==> config.mk <==
export PLATFORM = sky130hd
export DESIGN_NAME = mul_mac_unit
export DESIGN_NICKNAME = d
export VERILOG_FILES = /design/src/rtl/mulmac_pkg.sv /design/src/rtl/mm_ctrl.sv /design/src/rtl/mm_product.sv /design/src/rtl/mm_accum.sv /design/src/rtl/mul_mac_unit.sv
export SDC_FILE = /design/constraint.sdc
export NUM_CORES = 1
export LEC_CHECK = 0
export BUFFER_PORTS_ARGS = -buffer_cell sky130_fd_sc_hd__buf_2
export CORE_MARGIN = 2
export CORE_UTILIZATION = 39
export CTS_BUF_LIST = sky130_fd_sc_hd__clkbuf_8
export CTS_CLUSTER_DIAMETER = 30
export DETAILED_ROUTE_END_ITERATION = 12
export PLACE_DENSITY = 0.53
export SLEW_MARGIN = 20
export SYNTH_ARGS = -nofsm -noshare
export SYNTH_HDL_FRONTEND = slang
export SYNTH_SLANG_ARGS = --single-unit
==> constraint.sdc <==
create_clock -name clk -period 16.95 [get_ports clk]
set_clock_uncertainty 0.05 [all_clocks]
set_input_delay 5.085 -clock clk [delete_from_list [all_inputs] [get_ports clk]]
set_output_delay 5.085 -clock clk [all_outputs]
set_load 0.005 [all_outputs]
==> src/rtl/mulmac_pkg.sv <==
// Package: operation codes and helpers shared by the multiply unit.
// Assumes the op field is 3 bits wide; codes above 4 are invalid.
package mulmac_pkg;

    typedef enum logic [2:0] {
        OP_MUL8U  = 3'd0,
        OP_MUL16U = 3'd1,
        OP_MUL16S = 3'd2,
        OP_MACU   = 3'd3,
        OP_MACS   = 3'd4
    } mm_op_e;

    // True for an operation code the unit executes.
    function automatic logic op_valid(input logic [2:0] code);
        return code <= 3'd4;
    endfunction

    // True for the two accumulate operations.
    function automatic logic op_is_mac(input logic [2:0] code);
        return (code == OP_MACU) || (code == OP_MACS);
    endfunction

endpackage

==> src/rtl/mm_ctrl.sv <==
// Module: sequencing for the multiply unit. Accepts a start with a valid
// op when idle, counts the fixed latency of that op and flags the
// completion edge. Assumes every latency is at least 1.
module mm_ctrl
    import mulmac_pkg::*;
#(
    parameter int LAT_BYTE = 1,
    parameter int LAT_WORD = 2,
    parameter int LAT_MAC  = 3
) (
    input  logic       clk,
    input  logic       rst_n,
    input  logic       start,
    input  logic [2:0] op,
    output logic       accept,
    output logic       busy,
    output logic       finish,
    output mm_op_e     op_q
);
    localparam int MAXL0 = (LAT_BYTE > LAT_WORD) ? LAT_BYTE : LAT_WORD;
    localparam int MAXL  = (MAXL0 > LAT_MAC) ? MAXL0 : LAT_MAC;
    localparam int CW    = (MAXL > 1) ? $clog2(MAXL) : 1;

    logic [CW-1:0] cnt;
    logic [CW-1:0] load_val;

    assign accept = start && !busy && op_valid(op);
    assign finish = busy && (cnt == '0);

    // Remaining-edge count loaded on acceptance, chosen by operation class.
    always_comb begin
        if (op == OP_MUL8U)
            load_val = CW'(LAT_BYTE - 1);
        else if (op_is_mac(op))
            load_val = CW'(LAT_MAC - 1);
        else
            load_val = CW'(LAT_WORD - 1);
    end

    // Busy flag, latched op and latency counter.
    always_ff @(posedge clk) begin
        if (!rst_n) begin
            busy <= 1'b0;
            cnt  <= '0;
            op_q <= OP_MUL8U;
        end else if (accept) begin
            busy <= 1'b1;
            cnt  <= load_val;
            op_q <= mm_op_e'(op);
        end else if (finish) begin
            busy <= 1'b0;
        end else if (busy) begin
            cnt <= cnt - 1'b1;
        end
    end


    busy_hold_chk: assert property (@(posedge clk) disable iff (!rst_n)
        (busy && !finish) |=> (busy && $stable(op_q)));


    no_accept_busy_chk: assert property (@(posedge clk) disable iff (!rst_n)
        busy |-> !accept);

endmodule

==> src/rtl/mm_product.sv <==
// Module: combinational multiplier. Forms the byte product of the two
// halves of operand a, or the full signed/unsigned product of a and b.
// Assumes W is even.
module mm_product
    import mulmac_pkg::*;
#(
    parameter int W = 16
) (
    input  mm_op_e          op,
    input  logic [W-1:0]    a_op,
    input  logic [W-1:0]    b_op,
    output logic [2*W-1:0]  prod
);
    localparam int H  = W / 2;
    localparam int PW = 2 * W;

    logic [W-1:0]         byte_prod;
    logic [PW-1:0]        uns_prod;
    logic signed [PW-1:0] sgn_prod;

    // Three product forms computed side by side.
    always_comb begin
        byte_prod = {{H{1'b0}}, a_op[W-1:H]} * {{H{1'b0}}, a_op[H-1:0]};
        uns_prod  = {{W{1'b0}}, a_op} * {{W{1'b0}}, b_op};
        sgn_prod  = PW'($signed(a_op)) * PW'($signed(b_op));
    end

    // Select the form the operation needs.
    always_comb begin
        case (op)
            OP_MUL8U:           prod = {{W{1'b0}}, byte_prod};
            OP_MUL16S, OP_MACS: prod = sgn_prod;
            default:            prod = uns_prod;
        endcase
    end

endmodule

==> src/rtl/mm_accum.sv <==
// Module: accumulator register with its two flags. Adds a product on a
// MAC completion and takes host loads only while the unit is idle.
// Assumes mac_en is never high while idle.
module mm_accum #(
    parameter int AW = 32
) (
    input  logic          clk,
    input  logic          rst_n,
    input  logic          idle,
    input  logic          host_wr,
    input  logic [AW-1:0] host_wdata,
    input  logic          mac_en,
    input  logic          mac_signed,
    input  logic [AW-1:0] prod,
    output logic [AW-1:0] acc,
    output logic          cy,
    output logic          ac
);
    logic [AW-1:0] sum;

    // Modulo-2^AW sum shared by both accumulate forms.
    assign sum = acc + prod;

    // Accumulator and flag register.
    always_ff @(posedge clk) begin
        if (!rst_n) begin
            acc <= '0;
            cy  <= 1'b0;
            ac  <= 1'b0;
        end else if (mac_en) begin
            acc <= sum;
            if (mac_signed) begin
                cy <= sum[AW-1] ^ acc[AW-1];
                ac <= sum[AW-1];
            end else begin
                cy <= (sum < acc);
                ac <= 1'b0;
            end
        end else if (host_wr && idle) begin
            acc <= host_wdata;
        end
    end


    flags_hold_chk: assert property (@(posedge clk) disable iff (!rst_n)
        !mac_en |=> $stable({cy, ac}));


    unsigned_ac_clr_chk: assert property (@(posedge clk) disable iff (!rst_n)
        (mac_en && !mac_signed) |=> !ac);


    busy_no_load_chk: assert property (@(posedge clk) disable iff (!rst_n)
        (!idle && !mac_en) |=> $stable(acc));

endmodule

==> src/rtl/mul_mac_unit.sv <==
// Module: top of the multiply / multiply-accumulate unit. Captures the
// operands at start, runs the fixed latency, then registers results,
// flags and a one-cycle done pulse. Assumes the core holds no other copy
// of the accumulator.
module mul_mac_unit
    import mulmac_pkg::*;
#(
    parameter int W        = 16,
    parameter int LAT_BYTE = 1,
    parameter int LAT_WORD = 2,
    parameter int LAT_MAC  = 3
) (
    input  logic            clk,
    input  logic            rst_n,
    input  logic            start,
    input  logic [2:0]      op,
    input  logic [W-1:0]    ax_in,
    input  logic [W-1:0]    bc_in,
    input  logic            host_wr,
    input  logic [2*W-1:0]  host_wdata,
    output logic [W-1:0]    ax_out,
    output logic [W-1:0]    bc_out,
    output logic [2*W-1:0]  acc_out,
    output logic            cy_out,
    output logic            ac_out,
    output logic            busy,
    output logic            done
);
    localparam int AW = 2 * W;

    logic          accept;
    logic          finish;
    mm_op_e        op_q;
    logic [W-1:0]  ax_q;
    logic [W-1:0]  bc_q;
    logic [AW-1:0] prod;
    logic          mac_en;

    mm_ctrl #(
        .LAT_BYTE(LAT_BYTE),
        .LAT_WORD(LAT_WORD),
        .LAT_MAC (LAT_MAC)
    ) i_ctrl (
        .clk   (clk),
        .rst_n (rst_n),
        .start (start),
        .op    (op),
        .accept(accept),
        .busy  (busy),
        .finish(finish),
        .op_q  (op_q)
    );

    mm_product #(.W(W)) i_prod (
        .op  (op_q),
        .a_op(ax_q),
        .b_op(bc_q),
        .prod(prod)
    );

    assign mac_en = finish && op_is_mac(op_q);

    mm_accum #(.AW(AW)) i_acc (
        .clk       (clk),
        .rst_n     (rst_n),
        .idle      (!busy),
        .host_wr   (host_wr),
        .host_wdata(host_wdata),
        .mac_en    (mac_en),
        .mac_signed(op_q == OP_MACS),
        .prod      (prod),
        .acc       (acc_out),
        .cy        (cy_out),
        .ac        (ac_out)
    );

    // Operand capture on acceptance.
    always_ff @(posedge clk) begin
        if (!rst_n) begin
            ax_q <= '0;
            bc_q <= '0;
        end else if (accept) begin
            ax_q <= ax_in;
            bc_q <= bc_in;
        end
    end

    // Result words and done pulse, written on the completion edge.
    always_ff @(posedge clk) begin
        if (!rst_n) begin
            ax_out <= '0;
            bc_out <= '0;
            done   <= 1'b0;
        end else begin
            done <= finish;
            if (finish) begin
                case (op_q)
                    OP_MUL8U: begin
                        ax_out <= prod[W-1:0];
                        bc_out <= bc_q;
                    end
                    OP_MUL16U, OP_MUL16S: begin
                        ax_out <= prod[W-1:0];
                        bc_out <= prod[AW-1:W];
                    end
                    default: begin
                        ax_out <= ax_q;
                        bc_out <= bc_q;
                    end
                endcase
            end
        end
    end


    done_pulse_chk: assert property (@(posedge clk) disable iff (!rst_n)
        done |=> !done);


    done_idle_chk: assert property (@(posedge clk) disable iff (!rst_n)
        done |-> !busy);


    results_steady_chk: assert property (@(posedge clk) disable iff (!rst_n)
        !finish |=> $stable({ax_out, bc_out}));

endmodule

==> impl_metrics.yaml, run 1 <==
pwr:
  clock_power_share_pct: 17.9
  p_leak_nw: 13.1
  power_mw: 0.913
  switching_share_pct: 45.5
  vdd_drop_max_mv: 0.0443
  p_switching_mw: 0.415
  p_int_mw: 0.497
  p_per_area_nw_per_um2: 35.9
  comb_power_share_pct: 51.4
  p_seq_share_pct: 30.7
synthesis:
  synthesis.instances: 2823
  ys_top_cells_by_area: "fa_1, ha_1, inv_1"
  yosysWarnings: 0
  yosysTopAreaCellShare_pct: 33.9
  synth_ff_type: "dfxtp_1"
  synth_top_area_cell: "fa_1"
  netlist_area_um2: 23800
  yosys_register_bits: 105
  synth.top_cells.by_count: "inv_1, fa_1, nand2_1"
  syn_area_per_cell_um2: 8.42
  ys_async_sr_fraction_pct: 0
  synth_edf_count: 0
  seq_area_frac_synth_pct: 8.84
  yosysMostFrequentCell: "inv_1"
  synthDistinctLibCells: 83
  synthesis.nets: 3547
layout:
  postLayoutCellArea_um2: 25400
  fillers: 6243
  synthToLayoutAreaGrowth_pct: 6.82
  seq_area_um2: 2100
  layout-drive-gt1-share_pct: 8.21
  multi_input_area_um2: 19000
  fin_nets: 3605
  num_antenna_cells: 0
global_routing:
  grt_remaining_overflow: 0
  grt_pass1_wl_um: 113000
  antenna_found_initial: 1
  grtUsageTotal_pct: 22.7
  grt_max_degree: 68
  grt_pass1_vias: 20200
drt:
  detail_route.iter0.violations: 1177
  drtPass1Iterations: 5
  routed_via_density: 5.20
  vias: 19100
  avgRoutedWirePerCell_um: 19.0
  drcViolationCount: 0
  ant_nets: 0
  drt-total-wl_um: 69600
worst_setup_path:
  crit_path_end_kind: "flop"
  crit_top_cell: "fa_1"
  arrival_ns: 10.81
  slowest_delay_ns: 0.68
  critPathLaunchType: "flop"
  crit_fanout: 17
  critPathSlowestCell: "dfxtp_1"
  critPathKind: "reg -> reg"
  r2r_slack_ns: 6.43
  cp.required_ns: 17.24
sta:
  rsz0062_at_grt: "no"
  hold_violations: 0
  tns_ns: 0
  relSlewSlack_pct: 32.1
  clock.fmax_ghz: 0.0951
  period_needed_ns: 10.52
  setup_viol: 0
  tightest_slew_ns: 1.02
  final_max_slew_viol_count: 0
  hold_slack_ns: 0.413
  post-route-period-util_pct: 62.1
clock_tree:
  numCtsBuffers: 9
  cts_root_buf: "clkbuf_8"
  numClockSinks: 105
  postCtsSetupBuffers: 0
  holdBufCountCts: 0
  cts_tree: "yes"
  htreeDepth: 3
  clk_pin_slew_ns: 0.12
  clock_latency_ns: 0.41
  cts_resized: 0
  clock_path_buffers: 2
floorplanning:
  dieArea_um2: 63000
  fp.dieH_um: 251
  die_w_um: 251
  start_util_pct: 39.4
  io_pins: 139
  coreArea_um2: 60400
  row_count: 90
status:
  status: "complete, no violations"
hold_path:
  hold_path.class: "reg -> reg"
job:
  drv_cap: 0
placement:
  hpwlAfterDp_um: 56700
  place_area_um2: 25200
  io_buffers: 138
  gp_congestion: 0.900
## flip-flops by register name, summed over array words and instances (netlist names)
name	cells
i_ctrl.busy	1
bc_q	16
i_ctrl.cnt	2
i_acc.cy	1
ax_q	16
i_acc.ac	1
i_acc.acc	32
i_ctrl.op_q	3
ax_out	16
bc_out	16
done	1
## kinds of logic after synthesis
family / share of synthesized area (%)
fa+ha+maj: 47.1
simple gates: 15.9
compound gates: 12.6
buf+inv: 11.5
mux: 0.300
xor+xnor: 3.77
flops: 8.84
## final cells by class
| class | instances | share of cell area, % |
|---|---|---|
| clock inverter | 5 | 0.158 |
| clock buffer | 11 | 0.596 |
| tap | 782 | 3.85 |
| timing repair buffer | 175 | 3.81 |
| multi-input combinational | 2002 | 74.6 |
| inverter | 588 | 8.69 |
| sequential | 105 | 8.27 |
## power groups by stage
stage,clock [mW],sequential (mW),combinational [mW]
floorplan,0,0.273,0.323
global placement,0,0.286,0.463
detailed placement,0,0.286,0.467
CTS,0.167,0.280,0.472
global route,0.177,0.282,0.524
finish,0.164,0.280,0.469
## metal layers
| layer | GRT usage, % | wire length (um) | up-vias | part of all wire (%) |
|---|---|---|---|---|
| met5 | 0 | 11 | - | 0.016 |
| met4 | 3.83 | 1080 | 2 | 1.6 |
| met3 | 1.67 | 2750 | 66 | 3.9 |
| met2 | 38.1 | 32800 | 445 | 47 |
| met1 | 32.7 | 32900 | 9600 | 47 |
| li1 | - | - | 8975 | - |
## worst max-delay path, delay by kind of cell (launching register included)
kind	cells	cell delay [ns]
simple gates	7	0.93
flops	1	0.68
fa+ha+maj	9	4.26
buf+inv	6	0.70
compound gates	14	3.25
xor+xnor	2	0.53
## stage by stage
| stage | utilization, % | setup WS (ns) | std cells |
|---|---|---|---|
| after floorplan | - | 8.30 | 2823 |
| after global placement | 41.8 | 6.57 | 3652 |
| after detailed placement | 41.8 | 6.60 | 3652 |
| after CTS | 42.1 | 6.52 | 3668 |
| after global routing | 42.1 | 5.99 | 3668 |
| final | 42.1 | 6.43 | 3668 |
## worst paths after layout
kind | endpoint | from | cells past startpoint
worst min-delay path | bc_q[15] | bc_q[15] | 2
worst max-delay path | i_acc.cy | ax_q[11] | 38
worst min register to register | bc_q[15] | bc_q[15] | 2
worst max register to register | i_acc.cy | ax_q[11] | 38
## cell usage in the layout (no fill, tap or decap), drive strengths merged, types with 8 or more instances in the layout
cell / n
nand3: 57
dfxtp: 105
a21boi: 9
o221ai: 10
a31oi: 12
nand2: 316
o21bai: 11
and2: 162
o21ai: 67
o21a: 21
a21oi: 129
xnor2: 63
ha: 250
nand2b: 15
nor2: 142
a21o: 54
or3: 11
buf: 175
fa: 403
nor2b: 16
and3: 9
nand4: 8
a211oi: 39
o211ai: 15
inv: 588
clkbuf: 11
nor3: 47
xor2: 35
o22ai: 13
Power figures use the tool's default switching activity.
==> inputs of run 2 (changes only) <==
--- a/config.mk
+++ b/config.mk
@@ -5,13 +5,14 @@
 export SDC_FILE = /design/constraint.sdc
 export NUM_CORES = 1
 export LEC_CHECK = 0
+export ABC_AREA = 1
 export BUFFER_PORTS_ARGS = -buffer_cell sky130_fd_sc_hd__buf_2
 export CORE_MARGIN = 2
 export CORE_UTILIZATION = 39
 export CTS_BUF_LIST = sky130_fd_sc_hd__clkbuf_8
 export CTS_CLUSTER_DIAMETER = 30
 export DETAILED_ROUTE_END_ITERATION = 12
-export PLACE_DENSITY = 0.53
+export PLACE_DENSITY = 0.55
 export SLEW_MARGIN = 20
 export SYNTH_ARGS = -nofsm -noshare
 export SYNTH_HDL_FRONTEND = slang
==> constraint.sdc (replaced) <==
create_clock -name clk -period 8.9 [get_ports clk]
set_clock_uncertainty 0.05 [all_clocks]
set_input_delay 2.67 -clock clk [delete_from_list [all_inputs] [get_ports clk]]
set_output_delay 2.67 -clock clk [all_outputs]
set_load 0.005 [all_outputs]
==> run 2 against run 1 <==
  * Maximum frequency grew 25%
  * Critical endpoint unchanged
  * Non-clock buffer count grew 91
  * Register-to-register slack lost 5.9 ns
  * Sequential power grew 110%
  * Core utilization grew 1.9 points
==> impl_metrics.yaml, run 2 <==
status:
  status: "complete, no violations"
floorplanning:
  start_util_pct: 39.5
  die_w_um: 260
  dieArea_um2: 67400
  row_count: 93
  io_pins: 139
  fp.dieH_um: 260
  coreArea_um2: 64600
synthesis:
  ys_async_sr_fraction_pct: 0
  yosys_register_bits: 105
  synthesis.instances: 3581
  synthDistinctLibCells: 58
  synth.top_cells.by_count: "inv_1, nand2_1, fa_1"
  synthSimpleGateAreaFrac_pct: 20.2
  syn_area_per_cell_um2: 7.12
  muxShareOfSynthArea_pct: 0
  synth_edf_count: 0
  synthesis.nets: 4305
  yosysTopAreaCellShare_pct: 31.6
  yosysWarnings: 0
  synth_ff_type: "dfxtp_1"
  seq_area_frac_synth_pct: 8.25
  ys_top_cells_by_area: "fa_1, inv_1, ha_1"
  yosysMostFrequentCell: "inv_1"
  synth-xor-area-share_pct: 1.34
  synth_top_family_by_area: "adder cells"
  yosys.area_share.adder_pct: 43.9
  synth_top_area_cell: "fa_1"
  synth_compound_gate_area_share_pct: 10.3
  netlist_area_um2: 25500
worst_setup_path:
  critPathLaunch: "ax_q[12]"
  setup.worst_path.end: "i_acc.cy"
  critPathSlowestCell: "fa_1"
  critPathLaunchType: "flop"
  arrival_ns: 8.69
  slowest_delay_ns: 0.54
  cp_top_family: "adder cells"
  rr_worst_depth: 44
  cp.depth: 44
  crit_path_end_kind: "flop"
  crit_top_cell: "nand2_1"
  r2r_slack_ns: 0.50
  cp.required_ns: 9.18
  critPathKind: "reg -> reg"
  crit-reg2reg-launch: "ax_q[12]"
  crit_fanout: 13
  crit_buf_inv: 9
  rr_endpoint: "i_acc.cy"
layout:
  most-common-layout-cells: "inv_1, nand2_1, fa_1"
  finalNonFillerCells: 4594
  regMostFlops: "i_acc.acc"
  layout-drive-gt1-share_pct: 11.8
  fin_nets: 4458
  synthToLayoutAreaGrowth_pct: 11.4
  num_antenna_cells: 0
  largest_reg_flops: 32
  final_common_cell: "inv_1"
sta:
  post-route-period-util_pct: 94.4
  period_needed_ns: 8.40
  final_max_slew_viol_count: 0
  hold_violations: 0
  setup_viol: 0
  hold_slack_ns: 0.417
  relSlewSlack_pct: 26.5
  tightest_slew_ns: 1.10
  clock.fmax_ghz: 0.119
global_routing:
  grt_pass1_vias: 22800
  grtUsageTotal_pct: 25.2
  grt_remaining_overflow: 0
  grt_pass1_wl_um: 131000
  antenna_found_initial: 1
  grt_max_degree: 58
hold_path:
  hold_path.class: "reg -> reg"
  hold_depth: 2
pwr:
  p_per_area_nw_per_um2: 125
  p_leak_nw: 16.1
  vdd_drop_max_mv: 0.105
clock_tree:
  numCtsBuffers: 9
  holdBufCountCts: 0
  numClockSinks: 105
  clk_pin_slew_ns: 0.15
  clock_path_buffers: 2
  cts_tree: "yes"
  clock_latency_ns: 0.46
  htreeDepth: 3
  cts_root_buf: "clkbuf_8"
placement:
  gp_congestion: 0.955
  io_buffers: 138
  hpwlAfterDp_um: 71700
  place_inst: 4564
drt:
  avgRoutedWirePerCell_um: 18.0
  vias: 22700
  drt-total-wl_um: 82700
  drcViolationCount: 0
  drtPass1Iterations: 6
  detail_route.iter0.violations: 1501
  ant_nets: 0
  routed_via_density: 4.94
job:
  drv_cap: 0
[run 2: cell count changes in the layout (fill, tap and decap cells not counted), sizes merged, moves of 18 or more]
cell / previous run / this run
xnor2: 63 / 17
nand3: 57 / 131
buf: 175 / 266
nor2: 142 / 215
nor3: 47 / 26
a211oi: 39 / 2
nand4: 8 / 28
o21bai: 11 / 29
o21ai: 67 / 187
nand2: 316 / 820
a21o: 54 / 10
inv: 588 / 949
and2: 162 / 3
a21oi: 129 / 194
[run 2: worst min-delay path, stage by stage, from the launching register on]
cell     delay (ns)
dfxtp_1        0.32
nand2_1        0.06
a21oi_1        0.05
[run 2: cell type report]
| class | instances | area, um^2 |
|---|---|---|
| fill | 6777 | 36200 |
| multi-input combinational | 2403 | 19600 |
| inverter | 949 | 3580 |
| sequential | 105 | 2150 |
| timing repair buffer | 266 | 1760 |
| tap | 855 | 1070 |
| clock buffer | 10 | 138 |
| clock inverter | 6 | 72.6 |
[run 2: cell families after synthesis]
logic type               Yosys count
flip-flops                       105
buffers and inverters           1073
adder cells (fa/ha/maj)          653
AO/OA/AOI/OAI                    462
AND/OR/NAND/NOR                 1249
XOR/XNOR                          39
[run 2: where the power goes]
part | total (mW) | internal, mW | switching, mW | leakage, nW
Sequential | 0.575 | 0.513 | 0.0624 | 0.873
Clock | 0.362 | 0.142 | 0.220 | 0.109
Combinational | 2.61 | 0.964 | 1.65 | 15.1
[run 2: routing by layer]
| metal | up-vias | global-route usage [%] | wire length [um] |
|---|---|---|---|
| li1 | 11000 | - | - |
| met1 | 11100 | 35.1 | 38200 |
| met2 | 524 | 42.2 | 38900 |
| met3 | 77 | 1.92 | 3380 |
| met4 | 0 | 6.34 | 2270 |
| met5 | - | 0 | 0 |
[run 2: repair_timing]
item / CTS / global route
buffers inserted: 0 / 14
endpoints found under the setup margin: 1 / 1
pin swaps: 0 / 11
gates cloned: 0 / 0
gates resized for setup: 2 / 125
[run 2: per-stage QoR]
stage / TNS (ns) / setup WS, ns / instance area [um^2] / power (mW) / util, %
6_report: 0 / 0.496 / 28400 / 3.55 / 44.0
5_1_grt: -0.0376 / -0.0376 / 28400 / 3.89 / 44.0
4_1_cts: 0 / 0.0441 / 27900 / 3.46 / 43.1
3_5_place_dp: -0.130 / -0.130 / 27700 / 3.08 / 42.8
3_3_place_gp: -0.0966 / -0.0966 / 27700 / 3.09 / 42.8
2_1_floorplan: 0 / 0.818 / 25500 / 2.21 / -
[run 2: how the worst min path moves through the flow]
stage                             start            end  slack (ns)
after floorplan           i_ctrl.cnt[1]  i_ctrl.cnt[1]        0.39
after detailed placement      bc_out[2]      bc_out[2]        0.41
after global routing          bc_out[5]      bc_out[5]        0.44
final                         bc_out[5]      bc_out[5]        0.42
after global placement       bc_out[10]     bc_out[10]        0.40
after CTS                     bc_out[5]      bc_out[5]        0.42
==> inputs of run 3 (changes only) <==
--- a/config.mk
+++ b/config.mk
@@ -5,7 +5,6 @@
 export SDC_FILE = /design/constraint.sdc
 export NUM_CORES = 1
 export LEC_CHECK = 0
-export ABC_AREA = 1
 export BUFFER_PORTS_ARGS = -buffer_cell sky130_fd_sc_hd__buf_2
 export CORE_MARGIN = 2
 export CORE_UTILIZATION = 39
==> run 3 against run 2 <==
  * Die area shrank 6.6%
  * Routed wire length shrank 10%
  * First-iteration DRC count shrank 25%
  * Hold slack gained 0.0055 ns
==> impl_metrics.yaml, run 3 (synthesized netlist as in run 1, its figures left out) <==
floorplanning:
  io_pins: 139
  row_count: 90
  dieArea_um2: 63000
  fp.dieH_um: 251
  die_w_um: 251
  start_util_pct: 39.4
  coreArea_um2: 60400
sta:
  period_needed_ns: 8.78
  tns_ns: 0
  worst_slack_ns: 0.116
  final_max_slew_viol_count: 0
  setup_viol: 0
  clock.fmax_ghz: 0.114
  relSlewSlack_pct: 22.5
  post-route-period-util_pct: 98.7
  tightest_slew_ns: 1.16
  rsz0062_at_grt: "yes"
  hold_violations: 0
layout:
  final_common_cell: "inv_1"
  regMostFlops: "i_acc.acc"
  layout-drive-gt1-share_pct: 20.7
  synthToLayoutAreaGrowth_pct: 20.1
  largest_reg_flops: 32
  most-common-layout-cells: "inv_1, fa_1, buf_4"
  fin_nets: 3924
  postLayoutCoreUtil_pct: 47.3
global_routing:
  grtUsageTotal_pct: 24.3
  antenna_found_initial: 5
  grt_pass1_vias: 21800
  grt_max_degree: 65
  grt_pass1_wl_um: 120000
  grt_remaining_overflow: 0
worst_setup_path:
  critPathLaunchType: "flop"
  crit_path_end_kind: "flop"
  arrival_ns: 9.07
  crit_fanout: 6
  critPathKind: "reg -> reg"
  slowest_delay_ns: 0.61
  cp.required_ns: 9.18
  critPathSlowestCell: "fa_2"
  crit_top_cell: "fa_1"
drt:
  avgRoutedWirePerCell_um: 18.6
  ant_nets: 0
  drt-total-wl_um: 74400
  topRoutingLayerUsed: "met5"
  detail_route.iter0.violations: 1132
  wl_met1_um: 34300
  met2_length_um: 34700
  drcViolationCount: 0
  vias: 20300
  drtPass1Iterations: 5
  routed_via_density: 5.10
  wl_met3_um: 4220
clock_tree:
  numCtsBuffers: 9
  cts_tree: "yes"
  cts_root_buf: "clkbuf_8"
  clock_path_buffers: 2
  htreeDepth: 3
  holdBufCountCts: 0
  clock_latency_ns: 0.45
  numClockSinks: 105
  clk_pin_slew_ns: 0.11
pwr:
  p_int_mw: 1.15
  switching_share_pct: 42.9
  p_leak_nw: 14.8
  comb_power_share_pct: 55.0
  power_mw: 2.01
  clock_power_share_pct: 18.6
  p_per_area_nw_per_um2: 70.5
  p_seq_share_pct: 26.4
  p_switching_mw: 0.865
  vdd_drop_max_mv: 0.139
status:
  status: "complete, no violations"
placement:
  gp_congestion: 0.911
  hpwlAfterDp_um: 62900
  io_buffers: 138
  place_ws_ns: -0.393
hold_path:
  hold_path.class: "reg -> reg"
job:
  drv_cap: 0
==> run 3: changes by cell type in the layout (fill, tap and decap cells not counted), moves of 44 or more <==
cell / change
a21o_1: +44
a21oi_1: -56
and2_1: +157
buf_4: +222
inv_1: -346
nand2_1: -488
nand3_1: -67
nor2_1: -63
o21ai_0: -116
==> run 3: what timing repair did <==
item / 4_1_cts / 5_1_grt
gates resized for setup: 47 / 101
pin swaps: 10 / 58
setup endpoints to repair: 1 / 1
hold endpoints to repair: 0 / 0
setup buffers: 4 / 13
==> run 3: critical path: cells and delay by family (launching register included) <==
| family | cells | cell delay (ns) |
|---|---|---|
| adders and majority gates | 9 | 3.93 |
| AOI/OAI and AO/OA | 15 | 2.71 |
| and+or+nand+nor | 4 | 0.74 |
| buffers and inverters | 7 | 0.65 |
| DFF | 1 | 0.40 |
| xor gates and xnor gates | 2 | 0.21 |
==> run 3: layer usage <==
layer	track usage, %	vias up
li1	-	9614
met5	0	-
met2	40.5	520
met1	34.4	10100
met4	3.83	6
met3	3.31	71
==> run 3: path summary, 6_finish.rpt <==
kind	startpoint	endpoint	slack (ns)	cells past startpoint
max	ax_q[9]	i_acc.cy	0.12	37
min	ax_out[0]	ax_out[0]	0.42	2
max reg2reg	ax_q[9]	i_acc.cy	0.12	37
min reg2reg	ax_out[0]	ax_out[0]	0.42	2
==> run 3: layout make-up <==
cell class                      instances  area, um^2
Fill cell                            5895       31800
Multi-Input combinational cell       2002       19400
Timing Repair Buffer                  494        3550
Inverter                              588        2210
Sequential cell                       105        2160
Tap cell                              782         978
Clock buffer                           10         138
Clock inverter                          6        88.8
Antenna cell                            1        2.50
==> run 3: through the flow <==
stage / hold slack, ns / instances / cell area [um^2]
6_report: 0.423 / 3988 / 28600
5_1_grt: 0.450 / 3987 / 28600
4_1_cts: 0.424 / 3974 / 28000
3_5_place_dp: 0.409 / 3954 / 27600
3_3_place_gp: 0.403 / 3954 / 27600
2_1_floorplan: 0.400 / 2823 / 23800
==> run 3: power groups by stage <==
| stage | Sequential, mW | Combinational, mW | Clock (mW) |
|---|---|---|---|
| 2_1_floorplan | 0.520 | 0.614 | 0 |
| 3_3_place_gp | 0.542 | 1.03 | 0 |
| 3_5_place_dp | 0.543 | 1.04 | 0 |
| 4_1_cts | 0.532 | 1.06 | 0.382 |
| 5_1_grt | 0.536 | 1.22 | 0.399 |
| 6_report | 0.532 | 1.11 | 0.374 |
